`src/rtl/dwalu_pkg.sv`:
```
package dwalu_pkg;

  typedef enum logic [4:0] {
    OP_ADD   = 5'd0,
    OP_ADC   = 5'd1,
    OP_SUB   = 5'd2,
    OP_SBC   = 5'd3,
    OP_CMP   = 5'd4,
    OP_CMC   = 5'd5,
    OP_AND   = 5'd6,
    OP_OR    = 5'd7,
    OP_XOR   = 5'd8,
    OP_NOT   = 5'd9,
    OP_SRL   = 5'd10,
    OP_SRA   = 5'd11,
    OP_SLL   = 5'd12,
    OP_SWAP  = 5'd13,
    OP_SX8   = 5'd14,
    OP_SX16  = 5'd15,
    OP_TRUNC = 5'd16,
    OP_HI24  = 5'd17,
    OP_HI16  = 5'd18
  } aluOp_e;

  typedef enum logic [2:0] {
    SRC_NONE,
    SRC_ARITH,
    SRC_LOGIC,
    SRC_SHIFT,
    SRC_SWAP,
    SRC_CONV
  } resSrc_e;

  // Strobes from control to datapath
  typedef struct packed {
    resSrc_e    src;
    logic       sub;       // subtract instead of add
    logic       useCarry;  // chain the incoming carry or borrow
    logic       wide;      // full register width
    logic [2:0] fn;        // sub-function inside the logic, shift or conv group
    logic       exec;      // carry qualifier passed
    logic       writeRes;
    logic       updNZ;
    logic       updV;
    logic       updC;
  } aluStrobe_t;

  localparam int FLAG_N = 0;
  localparam int FLAG_Z = 1;
  localparam int FLAG_V = 2;
  localparam int FLAG_C = 3;

  localparam logic [1:0] PRED_CSET = 2'd1;
  localparam logic [1:0] PRED_CCLR = 2'd2;

endpackage

```
`src/rtl/dwalu_ctrl.sv`:
```
module dwalu_ctrl
  import dwalu_pkg::*;
(
  input  logic [4:0] op,
  input  logic       wideReq,
  input  logic [1:0] pred,
  input  logic       carryIn,
  output aluStrobe_t stb
);

  logic qualifiable;
  logic predPass;

  always_comb begin
    qualifiable = (op <= 5'(OP_NOT));
    case (pred)
      PRED_CSET: predPass = carryIn;
      PRED_CCLR: predPass = !carryIn;
      default:   predPass = 1'b1;
    endcase
  end

  always_comb begin
    stb          = '0;
    stb.src      = SRC_NONE;
    stb.exec     = qualifiable ? predPass : 1'b1;
    case (aluOp_e'(op))
      OP_ADD, OP_SUB, OP_CMP: begin
        stb.src      = SRC_ARITH;
        stb.sub      = (aluOp_e'(op) != OP_ADD);
        stb.wide     = wideReq;
        stb.writeRes = (aluOp_e'(op) != OP_CMP);
        stb.updNZ    = 1'b1;
        stb.updV     = 1'b1;
        stb.updC     = 1'b1;
      end
      OP_ADC, OP_SBC, OP_CMC: begin
        stb.src      = SRC_ARITH;
        stb.sub      = (aluOp_e'(op) != OP_ADC);
        stb.useCarry = 1'b1;
        stb.writeRes = (aluOp_e'(op) != OP_CMC);
        stb.updNZ    = 1'b1;
        stb.updV     = 1'b1;
        stb.updC     = 1'b1;
      end
      OP_AND, OP_OR, OP_XOR, OP_NOT: begin
        stb.src      = SRC_LOGIC;
        stb.fn       = 3'(op - 5'(OP_AND));
        stb.writeRes = 1'b1;
        stb.updNZ    = 1'b1;
        stb.updV     = 1'b1;
      end
      OP_SRL, OP_SRA, OP_SLL: begin
        stb.src      = SRC_SHIFT;
        stb.fn       = 3'(op - 5'(OP_SRL));
        stb.writeRes = 1'b1;
        stb.updNZ    = 1'b1;
        stb.updV     = 1'b1;
      end
      OP_SWAP: begin
        stb.src      = SRC_SWAP;
        stb.writeRes = 1'b1;
        stb.updNZ    = 1'b1;
        stb.updV     = 1'b1;
      end
      OP_SX8, OP_SX16, OP_TRUNC, OP_HI24, OP_HI16: begin
        stb.src      = SRC_CONV;
        stb.fn       = 3'(op - 5'(OP_SX8));
        stb.writeRes = 1'b1;
      end
      default: stb.src = SRC_NONE;
    endcase
  end

endmodule

```
`src/rtl/dwalu_dp.sv`:
```
module dwalu_dp
  import dwalu_pkg::*;
#(
  parameter int DATA_W   = 24,
  parameter int NARROW_W = 16
) (
  input  aluStrobe_t        stb,
  input  logic [DATA_W-1:0] opA,
  input  logic [DATA_W-1:0] opB,
  input  logic [3:0]        flagsIn,
  output logic [DATA_W-1:0] result,
  output logic              writeEn,
  output logic [3:0]        flagsNext
);

  localparam int HALF_W = NARROW_W / 2;
  localparam int CNT_W  = 8;
  localparam int EXT_W  = DATA_W - NARROW_W;

  logic [DATA_W-1:0]   aW, bW, arithSel, arithRes, convRes;
  logic [DATA_W:0]     addRaw, subRaw;
  logic [NARROW_W-1:0] a16, b16, logicRes, shiftRes, swapRes;
  logic [CNT_W-1:0]    cnt;
  logic                cin, carryOut, ovf, signA, signB, signR, resN, resZ;

  // Operand width selection
  always_comb begin
    a16 = opA[NARROW_W-1:0];
    b16 = opB[NARROW_W-1:0];
    aW  = stb.wide ? opA : {{EXT_W{1'b0}}, a16};
    bW  = stb.wide ? opB : {{EXT_W{1'b0}}, b16};
    cin = stb.useCarry & flagsIn[FLAG_C];
  end

  // Adder and subtractor with carry or borrow
  always_comb begin
    addRaw   = {1'b0, aW} + {1'b0, bW} + {{DATA_W{1'b0}}, cin};
    subRaw   = {1'b0, aW} - {1'b0, bW} - {{DATA_W{1'b0}}, cin};
    arithSel = stb.sub ? subRaw[DATA_W-1:0] : addRaw[DATA_W-1:0];
    arithRes = stb.wide ? arithSel : {{EXT_W{1'b0}}, arithSel[NARROW_W-1:0]};
    if (stb.sub) carryOut = subRaw[DATA_W];
    else         carryOut = stb.wide ? addRaw[DATA_W] : addRaw[NARROW_W];
    signA = stb.wide ? aW[DATA_W-1] : aW[NARROW_W-1];
    signB = stb.wide ? bW[DATA_W-1] : bW[NARROW_W-1];
    signR = stb.wide ? arithRes[DATA_W-1] : arithRes[NARROW_W-1];
    ovf   = stb.sub ? ((signA != signB) && (signR != signA))
                    : ((signA == signB) && (signR != signA));
  end

  // Logical, shift, swap and conversion units
  always_comb begin
    case (stb.fn)
      3'd0:    logicRes = a16 & b16;
      3'd1:    logicRes = a16 | b16;
      3'd2:    logicRes = a16 ^ b16;
      default: logicRes = ~a16;
    endcase
    cnt = opB[CNT_W-1:0];
    case (stb.fn)
      3'd0:    shiftRes = a16 >> cnt;
      3'd1:    shiftRes = $signed(a16) >>> cnt;
      default: shiftRes = a16 << cnt;
    endcase
    swapRes = {a16[HALF_W-1:0], a16[NARROW_W-1:HALF_W]};
    case (stb.fn)
      3'd0:    convRes = {{(DATA_W-8){opA[7]}}, opA[7:0]};
      3'd1:    convRes = {{EXT_W{opA[NARROW_W-1]}}, a16};
      3'd2:    convRes = opA;
      3'd3:    convRes = {DATA_W{opA[DATA_W-1]}};
      default: convRes = {DATA_W{opA[NARROW_W-1]}};
    endcase
  end

  // Result selection and flag update
  always_comb begin
    case (stb.src)
      SRC_ARITH: result = arithRes;
      SRC_LOGIC: result = {{EXT_W{1'b0}}, logicRes};
      SRC_SHIFT: result = {{EXT_W{1'b0}}, shiftRes};
      SRC_SWAP:  result = {{EXT_W{1'b0}}, swapRes};
      SRC_CONV:  result = convRes;
      default:   result = '0;
    endcase
    resN = (stb.src == SRC_ARITH && stb.wide) ? result[DATA_W-1] : result[NARROW_W-1];
    resZ = (result == '0);
    flagsNext = flagsIn;
    if (stb.exec) begin
      if (stb.updNZ) begin
        flagsNext[FLAG_N] = resN;
        flagsNext[FLAG_Z] = resZ;
      end
      if (stb.updV) flagsNext[FLAG_V] = (stb.src == SRC_ARITH) ? ovf : 1'b0;
      if (stb.updC) flagsNext[FLAG_C] = carryOut;
    end
    writeEn = stb.exec & stb.writeRes;
  end

endmodule

```
`src/rtl/dwalu_cond.sv`:
```
module dwalu_cond
  import dwalu_pkg::*;
(
  input  logic [3:0] cond,
  input  logic [3:0] flags,
  output logic       taken
);

  logic n, z, v, c, lt;

  always_comb begin
    n  = flags[FLAG_N];
    z  = flags[FLAG_Z];
    v  = flags[FLAG_V];
    c  = flags[FLAG_C];
    lt = n ^ v;
    case (cond)
      4'd0:    taken = 1'b1;
      4'd1:    taken = z;
      4'd2:    taken = !z;
      4'd3:    taken = !z && !lt;
      4'd4:    taken = !lt;
      4'd5:    taken = lt;
      4'd6:    taken = z || lt;
      4'd7:    taken = !z && !c;
      4'd8:    taken = !c;
      4'd9:    taken = c;
      4'd10:   taken = z || c;
      default: taken = 1'b0;
    endcase
  end

endmodule

```
`src/rtl/dual_width_alu.sv`:
```
module dual_width_alu
  import dwalu_pkg::*;
#(
  parameter int DATA_W   = 24,
  parameter int NARROW_W = 16
) (
  input  logic              clk,
  input  logic              rstN,
  input  logic              inValid,
  input  logic [4:0]        inOp,
  input  logic              inWide,
  input  logic [1:0]        inPred,
  input  logic [3:0]        inCond,
  input  logic [3:0]        inFlags,
  input  logic [DATA_W-1:0] inA,
  input  logic [DATA_W-1:0] inB,
  output logic              outValid,
  output logic [DATA_W-1:0] outResult,
  output logic              outWrite,
  output logic [3:0]        outFlags,
  output logic              outTaken
);

  aluStrobe_t        stb;
  logic [DATA_W-1:0] dpResult;
  logic              dpWrite;
  logic [3:0]        dpFlags;
  logic              condTaken;

  dwalu_ctrl i_ctrl (
    .op      (inOp),
    .wideReq (inWide),
    .pred    (inPred),
    .carryIn (inFlags[FLAG_C]),
    .stb     (stb)
  );

  dwalu_dp #(.DATA_W(DATA_W), .NARROW_W(NARROW_W)) i_dp (
    .stb       (stb),
    .opA       (inA),
    .opB       (inB),
    .flagsIn   (inFlags),
    .result    (dpResult),
    .writeEn   (dpWrite),
    .flagsNext (dpFlags)
  );

  dwalu_cond i_cond (
    .cond  (inCond),
    .flags (inFlags),
    .taken (condTaken)
  );

  always_ff @(posedge clk or negedge rstN) begin
    if (!rstN) begin
      outValid  <= 1'b0;
      outWrite  <= 1'b0;
      outResult <= '0;
      outFlags  <= '0;
      outTaken  <= 1'b0;
    end else begin
      outValid <= inValid;
      outWrite <= inValid & dpWrite;
      if (inValid) begin
        outResult <= dpResult;
        outFlags  <= dpFlags;
        outTaken  <= condTaken;
      end
    end
  end

  assert_valid_follows_R2: assert property (@(posedge clk) disable iff (!rstN)
    inValid |=> outValid);

  assert_idle_no_write_R2: assert property (@(posedge clk) disable iff (!rstN)
    !inValid |=> (!outValid && !outWrite));

  assert_cmp_no_write_R5: assert property (@(posedge clk) disable iff (!rstN)
    (inValid && (inOp == OP_CMP || inOp == OP_CMC)) |=> !outWrite);

  assert_skip_keeps_flags_R10: assert property (@(posedge clk) disable iff (!rstN)
    (inValid && inOp <= 5'(OP_NOT) && inPred == PRED_CSET && !inFlags[FLAG_C])
      |=> (!outWrite && outFlags == $past(inFlags)));

  assert_logic_keeps_carry_R6: assert property (@(posedge clk) disable iff (!rstN)
    (inValid && inOp >= 5'(OP_AND) && inOp <= 5'(OP_NOT))
      |=> (outFlags[FLAG_C] == $past(inFlags[FLAG_C])));

  assert_narrow_upper_zero_R3: assert property (@(posedge clk) disable iff (!rstN)
    (inValid && inOp <= 5'(OP_SWAP) &&
     !(inWide && (inOp == OP_ADD || inOp == OP_SUB || inOp == OP_CMP)))
      |=> (outResult[DATA_W-1:NARROW_W] == '0));

  assert_equal_cond_R11: assert property (@(posedge clk) disable iff (!rstN)
    (inValid && inCond == 4'd1) |=> (outTaken == $past(inFlags[FLAG_Z])));

endmodule

```
`config.mk`:
```
export PLATFORM = sky130hd
export DESIGN_NAME = dual_width_alu
export DESIGN_NICKNAME = d
export VERILOG_FILES = /design/src/rtl/dwalu_pkg.sv /design/src/rtl/dwalu_ctrl.sv /design/src/rtl/dwalu_dp.sv /design/src/rtl/dwalu_cond.sv /design/src/rtl/dual_width_alu.sv
export SDC_FILE = /design/constraint.sdc
export NUM_CORES = 1
export LEC_CHECK = 0
export BUFFER_PORTS_ARGS = -buffer_cell sky130_fd_sc_hd__buf_2
export CAP_MARGIN = 0
export CORE_ASPECT_RATIO = 0.6
export CORE_MARGIN = 2
export CORE_UTILIZATION = 55
export DETAILED_ROUTE_END_ITERATION = 16
export PLACE_DENSITY = 0.76
export SLEW_MARGIN = 20
export SYNTH_ARGS = -nofsm -noshare
export SYNTH_HDL_FRONTEND = slang
export SYNTH_SLANG_ARGS = --single-unit
```
`constraint.sdc`:
```
create_clock -name clk -period 1 [get_ports clk]
set_clock_uncertainty 0.1 [all_clocks]
set_input_delay 0.15 -clock clk [delete_from_list [all_inputs] [get_ports clk]]
set_output_delay 0.15 -clock clk [all_outputs]
set_load 0.05 [all_outputs]
```
==> results of run 1 <==
## logic make-up after synthesis
group / count (synthesis) / synth area share
AND/OR/NAND/NOR: 427 / 0.248
AO/OA/AOI/OAI: 380 / 0.294
buffers and inverters: 173 / 0.0799
adder cells (fa/ha/maj): 92 / 0.135
multiplexers: 78 / 0.121
XOR/XNOR: 34 / 0.0340
flip-flops: 31 / 0.0885
## layer usage
metal,overflow,global-route usage
met4,56,0.836
met2,97,0.992
met1,10,0.828
met3,10,0.739
met5,0,0.457
## what timing repair did
action / in CTS
pin swaps: 94
hold buffers: 1
gates resized for setup: 197
endpoints found under the hold margin: 31
cloned: 1
endpoints found under the setup margin: 61
setup buffers: 40
## stage by stage
stage | util | hold WS, ns | cells
2_1_floorplan | - | -0.246 | 1215
3_3_place_gp | 0.853 | 0.0123 | 1905
3_5_place_dp | 0.853 | 0.0122 | 1905
4_1_cts | 0.933 | 0.214 | 1946
==> metrics.md, run 1 <==
| Metric | Value |
|---|---|
| Status | `aborted with a tool error` |
| Failing step | `5_1_grt` |
| Error message | `[ERROR GRT-0232] Routing congestion too high. Check the congestion heatmap in the GUI.` |
| Yosys top cell area share | `0.126` |
| Max H-tree Level | `2` |
| Clk sinks | `31` |
| Synth Cell Area | `0.00877 mm²` |
| Post-synthesis cell type count | `83` |
| Clk buf depth | `2` |
| Sequential area share after synthesis | `0.0885` |
| Syn Area/Cell | `7.22 µm²` |
| Root Buffer | `clkbuf_16` |
| Seq cells post-synth | `31` |
| Num CTS Buffers | `5` |
| Gr usage total | `0.842` |
| Most frequent cell after synthesis | `nor2_1` |
| Largest net degree at the start of global routing | `32` |
| Die height | `102 µm` |
| Io pins | `98` |
| Post-synth net total | `1,374` |
| Placed inst area | `0.0132 mm²` |
| Commonest cells post-synth | `111 x nor2_1, 99 x nand2_1, 91 x a21oi_1` |
| Synth Instances | `1,215` |
| Dominant synthesized flop cell | `dfrtp_1` |
| Ys async rst share | `1.00` |
| Post-synth EDFFs | `0` |
| GRT overflow | `173` |
| Leading cell types by total area after synthesis | `ha_1 13%, dfrtp_1 8.8%, mux4_2 5.4%` |
| Starting Density | `0.567` |
| Port bufs | `97` |
| Yosys Warn Count | `0` |
| Routability cong. | `1.20` |
| DP Wirelength | `40,200 µm` |
| Std-Cell Rows | `35` |
| Cell taking the most area after synthesis | `ha_1` |
| Pre-CTS setup slack | `-2.93 ns` |
| Die width | `167 µm` |
==> run 2: changes to the inputs <==
--- a/config.mk
+++ b/config.mk
@@ -7,11 +7,10 @@
 export LEC_CHECK = 0
 export BUFFER_PORTS_ARGS = -buffer_cell sky130_fd_sc_hd__buf_2
 export CAP_MARGIN = 0
-export CORE_ASPECT_RATIO = 0.6
 export CORE_MARGIN = 2
-export CORE_UTILIZATION = 55
+export CORE_UTILIZATION = 40
 export DETAILED_ROUTE_END_ITERATION = 16
-export PLACE_DENSITY = 0.76
+export PLACE_DENSITY_LB_ADDON = 0.15
 export SLEW_MARGIN = 20
 export SYNTH_ARGS = -nofsm -noshare
 export SYNTH_HDL_FRONTEND = slang
==> run 2 against run 1 <==
The flow now finishes, with violations (negative setup slack). Synthesized cell count unchanged. Area after synthesis unchanged.
==> metrics.md, run 2 <==
| Metric | Value |
|---|---|
| DR WL/cell | `25.0 µm` |
| Crit-path max cell delay | `0.43 ns` |
| Worst slew pin tran | `0.959 ns` |
| Die width | `152 µm` |
| Commonest cells post-synth | `111 x nor2_1, 99 x nand2_1, 91 x a21oi_1` |
| CTS tree | `built` |
| Clk_lat worst skew | `0.27 ns` |
| Delay-heaviest family, CP | `compound AO/OA/AOI/OAI gates` |
| Synth Cell Area | `0.00877 mm²` |
| RSZ-0062 raised after global routing | `yes` |
| GRT overflow | `0` |
| Post-synthesis cell type count | `83` |
| CP Data Required Time | `1.07 ns` |
| Worst setup EP type | `register` |
| Layout Nets | `1,883` |
| Slowest-stage cell, CP | `or4_4` |
| Commonest cells after routing, fill and taps aside | `462 x buf_4, 105 x nor2_1, 93 x nand2_1, 79 x ha_1, 77 x inv_1` |
| Worst hold path type | `in2reg` |
| Final period util | `3.54` |
| Most flops, register | `outResult` |
| Setup TNS | `-57.14 ns` |
| Iter 0 DRT Violations | `1,166` |
| Via Count | `12,421` |
| Type of the worst setup path | `in2reg` |
| First-pass GRT wire length | `74,600 µm` |
| Design Power | `11.6 mW` |
| Synth Instances | `1,215` |
| Crit path DAT | `3.61 ns` |
| Slew headroom | `0.356` |
| Yosys Warn Count | `0` |
| Count of max-cap constraint violations | `0` |
| CP Launch Type | `primary input` |
| Crit-path cells | `buf_8 -> nor2_4 -> and2_4 -> nand3_4 -> fa_2 -> ha_4 -> or4_4 -> o2bb2ai_4 -> a2bb2oi_4 -> o22ai_4 -> a31oi_4 -> a31o_4 -> xnor2_4 -> a21oi_2 -> buf_4 -> a211o_1 -> a31oi_1` |
| Critical path peak fanout | `7` |
| Fin crit period | `3.54 ns` |
| Status | `finished with violations` |
| Worst Path Buf+Inv | `2` |
| Max frequency | `283 MHz` |
| Commonest non-fill, non-tap cell in the layout | `buf_4` |
| Core region area | `0.0217 mm²` |
| Port bufs | `97` |
| Biggest regs | `outResult x24, outFlags x4` |
| Post-layout util | `0.666` |
| Vias in the first global route | `12,217` |
| Placed inst area | `0.0132 mm²` |
| Dominant synthesized flop cell | `dfrtp_1` |
| Syn Area/Cell | `7.22 µm²` |
| Seq cells post-synth | `31` |
| Std-Cell Rows | `54` |
| Max FFs per register | `24` |
| Hold Fails Final Rpt | `0` |
| Clk sinks | `31` |
| Clk buf depth | `2` |
| Root Buffer | `clkbuf_16` |
| Cell taking the most area after synthesis | `ha_1` |
| DRC | `0` |
| P_leak | `6.64 nW` |
| Share of layout cells above drive strength 1 | `0.458` |
| Vias per cell | `6.20` |
| Area Overhead vs Synth | `64.6%` |
| Worst Setup Slack, final | `-2.54 ns` |
| DRT Wirelength | `50,100 µm` |
| Post-synth EDFFs | `0` |
| Yosys top cell area share | `0.126` |
| Gr usage total | `0.417` |
| Max H-tree Level | `2` |
| Slew Limit Fails | `0` |
| Antenna Nets Post-Route | `0` |
| Final instance area | `0.0144 mm²` |
| Sequential area share after synthesis | `0.0885` |
| Failing checks | `negative setup slack` |
| DP Wirelength | `40,700 µm` |
| CTS clk-pin slew, worst paths | `0.05 ns` |
| ANT cells | `0` |
| Most frequent cell after synthesis | `nor2_1` |
| Die ar. | `0.0231 mm²` |
| Io pins | `98` |
| Post-synth net total | `1,374` |
| Ys async rst share | `1.00` |
| Leading cell types by total area after synthesis | `ha_1 13%, dfrtp_1 8.8%, mux4_2 5.4%` |
| Starting Density | `0.404` |
| Drt pass-1 iters | `6` |
| Setup violators final | `61` |
| Max VDD drop | `0.774 mV` |
| Antenna violations before repair | `0` |
| Die height | `152 µm` |
| Cell Pwr Density | `803 mW/mm²` |
| Num CTS Buffers | `5` |
| Routability cong. | `1.10` |
| Largest net degree at the start of global routing | `37` |
==> run 2: area by class of cell <==
cell class | instances | area [µm²]
timing repair buffer | 590 | 4650
clock buffer | 5 | 125
tap | 280 | 350
sequential | 31 | 776
fill | 1870 | 7250
inverter | 85 | 323
multi-input combinational | 1011 | 8190
clock inverter | 3 | 15.0
==> run 2: final timing paths <==
kind                                     startpoint                        end  slack [ns]  depth (start not counted)
setup / recovery                            inOp[3]    outFlags[0]$_DFFE_PN0P_       -2.54                         17
hold / removal                            inCond[3]       outTaken$_DFFE_PN0P_        0.22                          3
setup reg to reg            outFlags[0]$_DFFE_PN0P_    outFlags[0]$_DFFE_PN0P_       -0.06                          3
hold reg to reg            outResult[2]$_DFFE_PN0P_   outResult[2]$_DFFE_PN0P_        0.44                          2
max in group asynchronous                      rstN  outResult[13]$_DFFE_PN0P_        0.27                          3
min in group asynchronous                      rstN  outResult[12]$_DFFE_PN0P_        0.36                          3
==> run 2: routing by layer <==
| metal | vias to the layer above | routed length [µm] | track usage |
|---|---|---|---|
| met2 | 716 | 22900 | 0.685 |
| met5 | - | 0 | 0 |
| met1 | 5936 | 19400 | 0.532 |
| met4 | 0 | 3540 | 0.228 |
| li1 | 5558 | - | - |
| met3 | 211 | 4250 | 0.0511 |
==> run 2: repair_timing <==
item	4_1_cts	5_1_grt
hold buffers	1	0
endpoints found under the setup margin	61	61
resized for setup	174	53
pin swaps	62	51
endpoints found under the hold margin	31	0
buffers inserted	16	11
==> run 2: through the flow <==
stage	hold WS, ns	std cells	worst slack (ns)
global placement	0.0123	1977	-2.81
CTS	0.188	1997	-2.35
detailed placement	0.0294	1977	-2.85
finish	0.217	2005	-2.54
floorplan	-0.246	1215	-2.64
global route	0.224	2005	-2.66
==> run 2: cells by family after synthesis <==
logic type,synth area share
AND/OR/NAND/NOR,0.248
AO/OA/AOI/OAI,0.294
buffers and inverters,0.0799
adder cells (fa/ha/maj),0.135
multiplexers,0.121
XOR/XNOR,0.0340
flip-flops,0.0885
==> run 2: power by group <==
group	switching (mW)	leakage [nW]	total, mW	internal [mW]
sequential	0.133	0.377	1.54	1.41
clock	0.532	0.0733	1.44	0.906
combinational	4.68	6.19	8.61	3.92
==> run 2: worst min-delay path, stage by stage <==
cell and delay, ns:
buf_2 0.12, a21oi_1 0.13, mux2_2 0.16
No activity file was read; power rests on OpenSTA's default activity.
==> run 3: changes to the inputs <==
--- a/config.mk
+++ b/config.mk
@@ -10,8 +10,10 @@
 export CORE_MARGIN = 2
 export CORE_UTILIZATION = 40
 export DETAILED_ROUTE_END_ITERATION = 16
+export GPL_TIMING_DRIVEN = 0
 export PLACE_DENSITY_LB_ADDON = 0.15
 export SLEW_MARGIN = 20
 export SYNTH_ARGS = -nofsm -noshare
 export SYNTH_HDL_FRONTEND = slang
+export SYNTH_HIERARCHICAL = 1
 export SYNTH_SLANG_ARGS = --single-unit
==> run 3 against run 2 <==
The run ends with negative hold slack, negative setup slack left. Worst hold slack got worse by 0.39 ns. Synthesized cell count is 5.5% lower. Global-route usage decreased by 7.2 points. Sequential share of layout area grew 1.3 points. Non-clock buffer count is 343 lower. Maximum frequency shrank 19%. Power fell by 7.3%. Final cell count decreased by 21%. Combinational power shrank 11%. Largest power group unchanged. Clock power rose by 3%.
==> metrics.md, run 3 <==
| Metric | Value |
|---|---|
| Post-synthesis cell type count | `82` |
| Slew headroom | `0.421` |
| Critical path peak fanout | `3` |
| Post-synth net total | `1,307` |
| Pre-CTS setup slack | `-4.02 ns` |
| Hold Fails Final Rpt | `31` |
| Dominant synthesized flop cell | `dfrtp_1` |
| Antenna Nets Post-Route | `0` |
| Max H-tree Level | `2` |
| Die height | `151 µm` |
| Share of layout cells above drive strength 1 | `0.341` |
| Clk buf depth | `2` |
| Antenna violations before repair | `0` |
| Num CTS Buffers | `5` |
| Vias per cell | `6.37` |
| Metal3 WL | `3130 µm` |
| Layout fillers | `2,046` |
| Clk_lat worst skew | `0.27 ns` |
| Clk sinks | `31` |
| Layout Nets | `1,474` |
| Cell Int Power | `5.62 mW` |
| Top layer in use | `met4` |
| Std-Cell Rows | `53` |
| DRT Wirelength | `40,200 µm` |
| GRT overflow | `0` |
| Commonest non-fill, non-tap cell in the layout | `nor2_1` |
| Root Buffer | `clkbuf_16` |
| Die ar. | `0.0229 mm²` |
| Gr usage total | `0.345` |
| Biggest regs | `outResult x24, outFlags x4` |
| Ys async rst share | `1.00` |
| Final instance area | `0.0116 mm²` |
| Cell Pwr Density | `930 mW/mm²` |
| Combinational power share | `0.713` |
| Placed inst area | `0.00979 mm²` |
| Status | `finished with violations` |
| Final period util | `4.39` |
| CTS clk-pin slew, worst paths | `0.05 ns` |
| Worst Setup Slack, final | `-3.39 ns` |
| Clk pwr share | `0.139` |
| Die width | `151 µm` |
| WHS | `-0.174 ns` |
| Most flops, register | `outResult` |
| Met2 routed WL | `18,000 µm` |
| Routability cong. | `0.973` |
| CP Data Required Time | `1.12 ns` |
| ANT cells | `0` |
| Core region area | `0.0212 mm²` |
| Post-synth EDFFs | `0` |
| P_leak | `5.07 nW` |
| Port bufs | `97` |
| Cell taking the most area after synthesis | `ha_1` |
| DR WL/cell | `25.3 µm` |
| Worst hold path type | `in2async` |
| Net Sw Power | `5.12 mW` |
| Max FFs per register | `24` |
| Synth Cell Area | `0.00868 mm²` |
| Max frequency | `228 MHz` |
| WL met1 | `17,500 µm` |
| Count of max-cap constraint violations | `0` |
| Drt pass-1 iters | `6` |
| Placed cell count | `1,520` |
| First-pass GRT wire length | `58,900 µm` |
| Most frequent cell after synthesis | `a21oi_1` |
| Worst slew pin tran | `0.863 ns` |
| Worst setup EP type | `register` |
| Seq cells post-synth | `31` |
| Vias in the first global route | `9,418` |
| Cell Count, Final, Fillers Out | `1,590` |
| Yosys top cell area share | `0.127` |
| R2R Path Start | `outResult[13]$_DFFE_PN0P_` |
| Max VDD drop | `0.727 mV` |
| RSZ-0062 raised after global routing | `yes` |
| Sequential share of power | `0.148` |
| Iter 0 DRT Violations | `988` |
| Largest net degree at the start of global routing | `32` |
| Fin crit period | `4.39 ns` |
| Commonest cells after routing, fill and taps aside | `82 x nor2_1, 79 x nand2_1, 76 x a21oi_1, 76 x ha_1, 73 x inv_1` |
| Crit path DAT | `4.51 ns` |
| DP Wirelength | `30,800 µm` |
| Starting Density | `0.410` |
| Type of the worst setup path | `in2reg` |
| Slew Limit Fails | `0` |
| Commonest cells post-synth | `91 x a21oi_1, 88 x ha_1, 87 x nor2_1` |
| Area Overhead vs Synth | `33.2%` |
| Syn Area/Cell | `7.56 µm²` |
| CTS tree | `built` |
| Yosys Warn Count | `6` |
| R2R cell count | `2` |
| Hold_buf cts | `1` |
| Via Count | `10,127` |
| Leading cell types by total area after synthesis | `ha_1 13%, dfrtp_1 8.9%, a21oi_1 5.2%` |
| Sw frac | `0.477` |
| Failing checks | `negative hold slack, negative setup slack` |
| CP Launch Type | `primary input` |
| Synth Instances | `1,148` |
| Worst flop-to-flop path endpoint | `outResult[13]$_DFFE_PN0P_` |
| DRC | `0` |
| R2R Setup Slk | `-0.01 ns` |
| Io pins | `98` |
| Sequential area share after synthesis | `0.0894` |
| Setup violators final | `61` |
==> run 3: changes by cell type after synthesis, sizes merged, moves of 9 or more <==
cell and delta:
a221o +14, nor4 -13, nand3 -19, nand2 -13
a221oi -12, o21ai -27, nor2 -23, nor2b +17
mux2 +36, nand4 -9, mux2i -26, a21o +13
==> run 3: per-layer routing <==
metal | global-route usage | up-vias
met5 | 0 | -
li1 | - | 4608
met4 | 0.122 | 0
met1 | 0.480 | 4954
met2 | 0.541 | 470
met3 | 0.0515 | 95
==> run 3: final cells by class <==
cell class / instances / area, µm² / area share
flip-flops and latches: 31 / 776 / 0.0671
clock buffers: 6 / 139 / 0.0120
well taps: 275 / 344 / 0.0298
clock inverters: 1 / 5.00 / 0.000433
repair buffers: 167 / 1310 / 0.113
inverters: 83 / 325 / 0.0282
plain buffers: 80 / 577 / 0.0499
multi-input cells: 947 / 8080 / 0.700
==> run 3: cell families after synthesis <==
logic type | after synthesis | synth area share
buf+inv | 170 | 0.0815
compound gates | 375 | 0.300
flops | 31 | 0.0894
xor+xnor | 38 | 0.0384
mux | 84 | 0.142
fa+ha+maj | 92 | 0.136
simple gates | 358 | 0.213
==> run 3: how the worst max path moves through the flow <==
stage / end / startpoint / slack (ns) / cells past startpoint
final: outFlags[1]$_DFFE_PN0P_ / inOp[4] / -3.39 / 19
after global routing: outFlags[2]$_DFFE_PN0P_ / inOp[4] / -3.44 / 22
after CTS: outFlags[1]$_DFFE_PN0P_ / inOp[4] / -3.32 / 20
after detailed placement: outFlags[1]$_DFFE_PN0P_ / inA[15] / -4.02 / 17
after global placement: outFlags[1]$_DFFE_PN0P_ / inA[15] / -4.12 / 17
after floorplan: outFlags[1]$_DFFE_PN0P_ / inOp[4] / -2.87 / 19
==> run 3: power groups by stage <==
stage / Sequential [mW] / Clock (mW) / Combinational (mW)
CTS: 1.59 / 1.51 / 6.95
global route: 1.61 / 1.57 / 8.05
floorplan: 2.21 / 0 / 3.49
finish: 1.59 / 1.49 / 7.66
detailed placement: 1.58 / 0 / 6.02
global placement: 1.57 / 0 / 6.04
==> run 3: worst max-delay path: stages <==
cell and delay (ns):
buf_6 0.10, buf_8 0.11, a211oi_4 0.24, and2_4 0.21
nand2_4 0.08, fa_2 0.38, fa_2 0.45, nor3_4 0.19
o21ai_2 0.12, o2111ai_2 0.24, nand2_2 0.10, xor2_1 0.19
a2111o_1 0.56, or2_2 0.34, nor4b_2 0.24, and4b_1 0.27
nand4b_1 0.13, o31ai_2 0.24, mux2_4 0.17
==> run 3: through the flow <==
step	hold slack, ns	utilization	TNS [ns]	power (mW)
2_1_floorplan	-0.246	-	-58.89	5.70
3_3_place_gp	0.139	0.463	-89.88	7.61
3_5_place_dp	0.135	0.463	-89.16	7.60
4_1_cts	-0.159	0.519	-72.62	10.1
5_1_grt	-0.120	0.546	-75.91	11.2
6_report	-0.174	0.546	-74.12	10.7
==> run 3: repair_timing <==
item                                    CTS  global route
gates resized for setup                 198           102
endpoints found under the setup margin   61            61
pin swaps                                39            43
hold endpoints to repair                 32            31
buffers inserted                         43            28
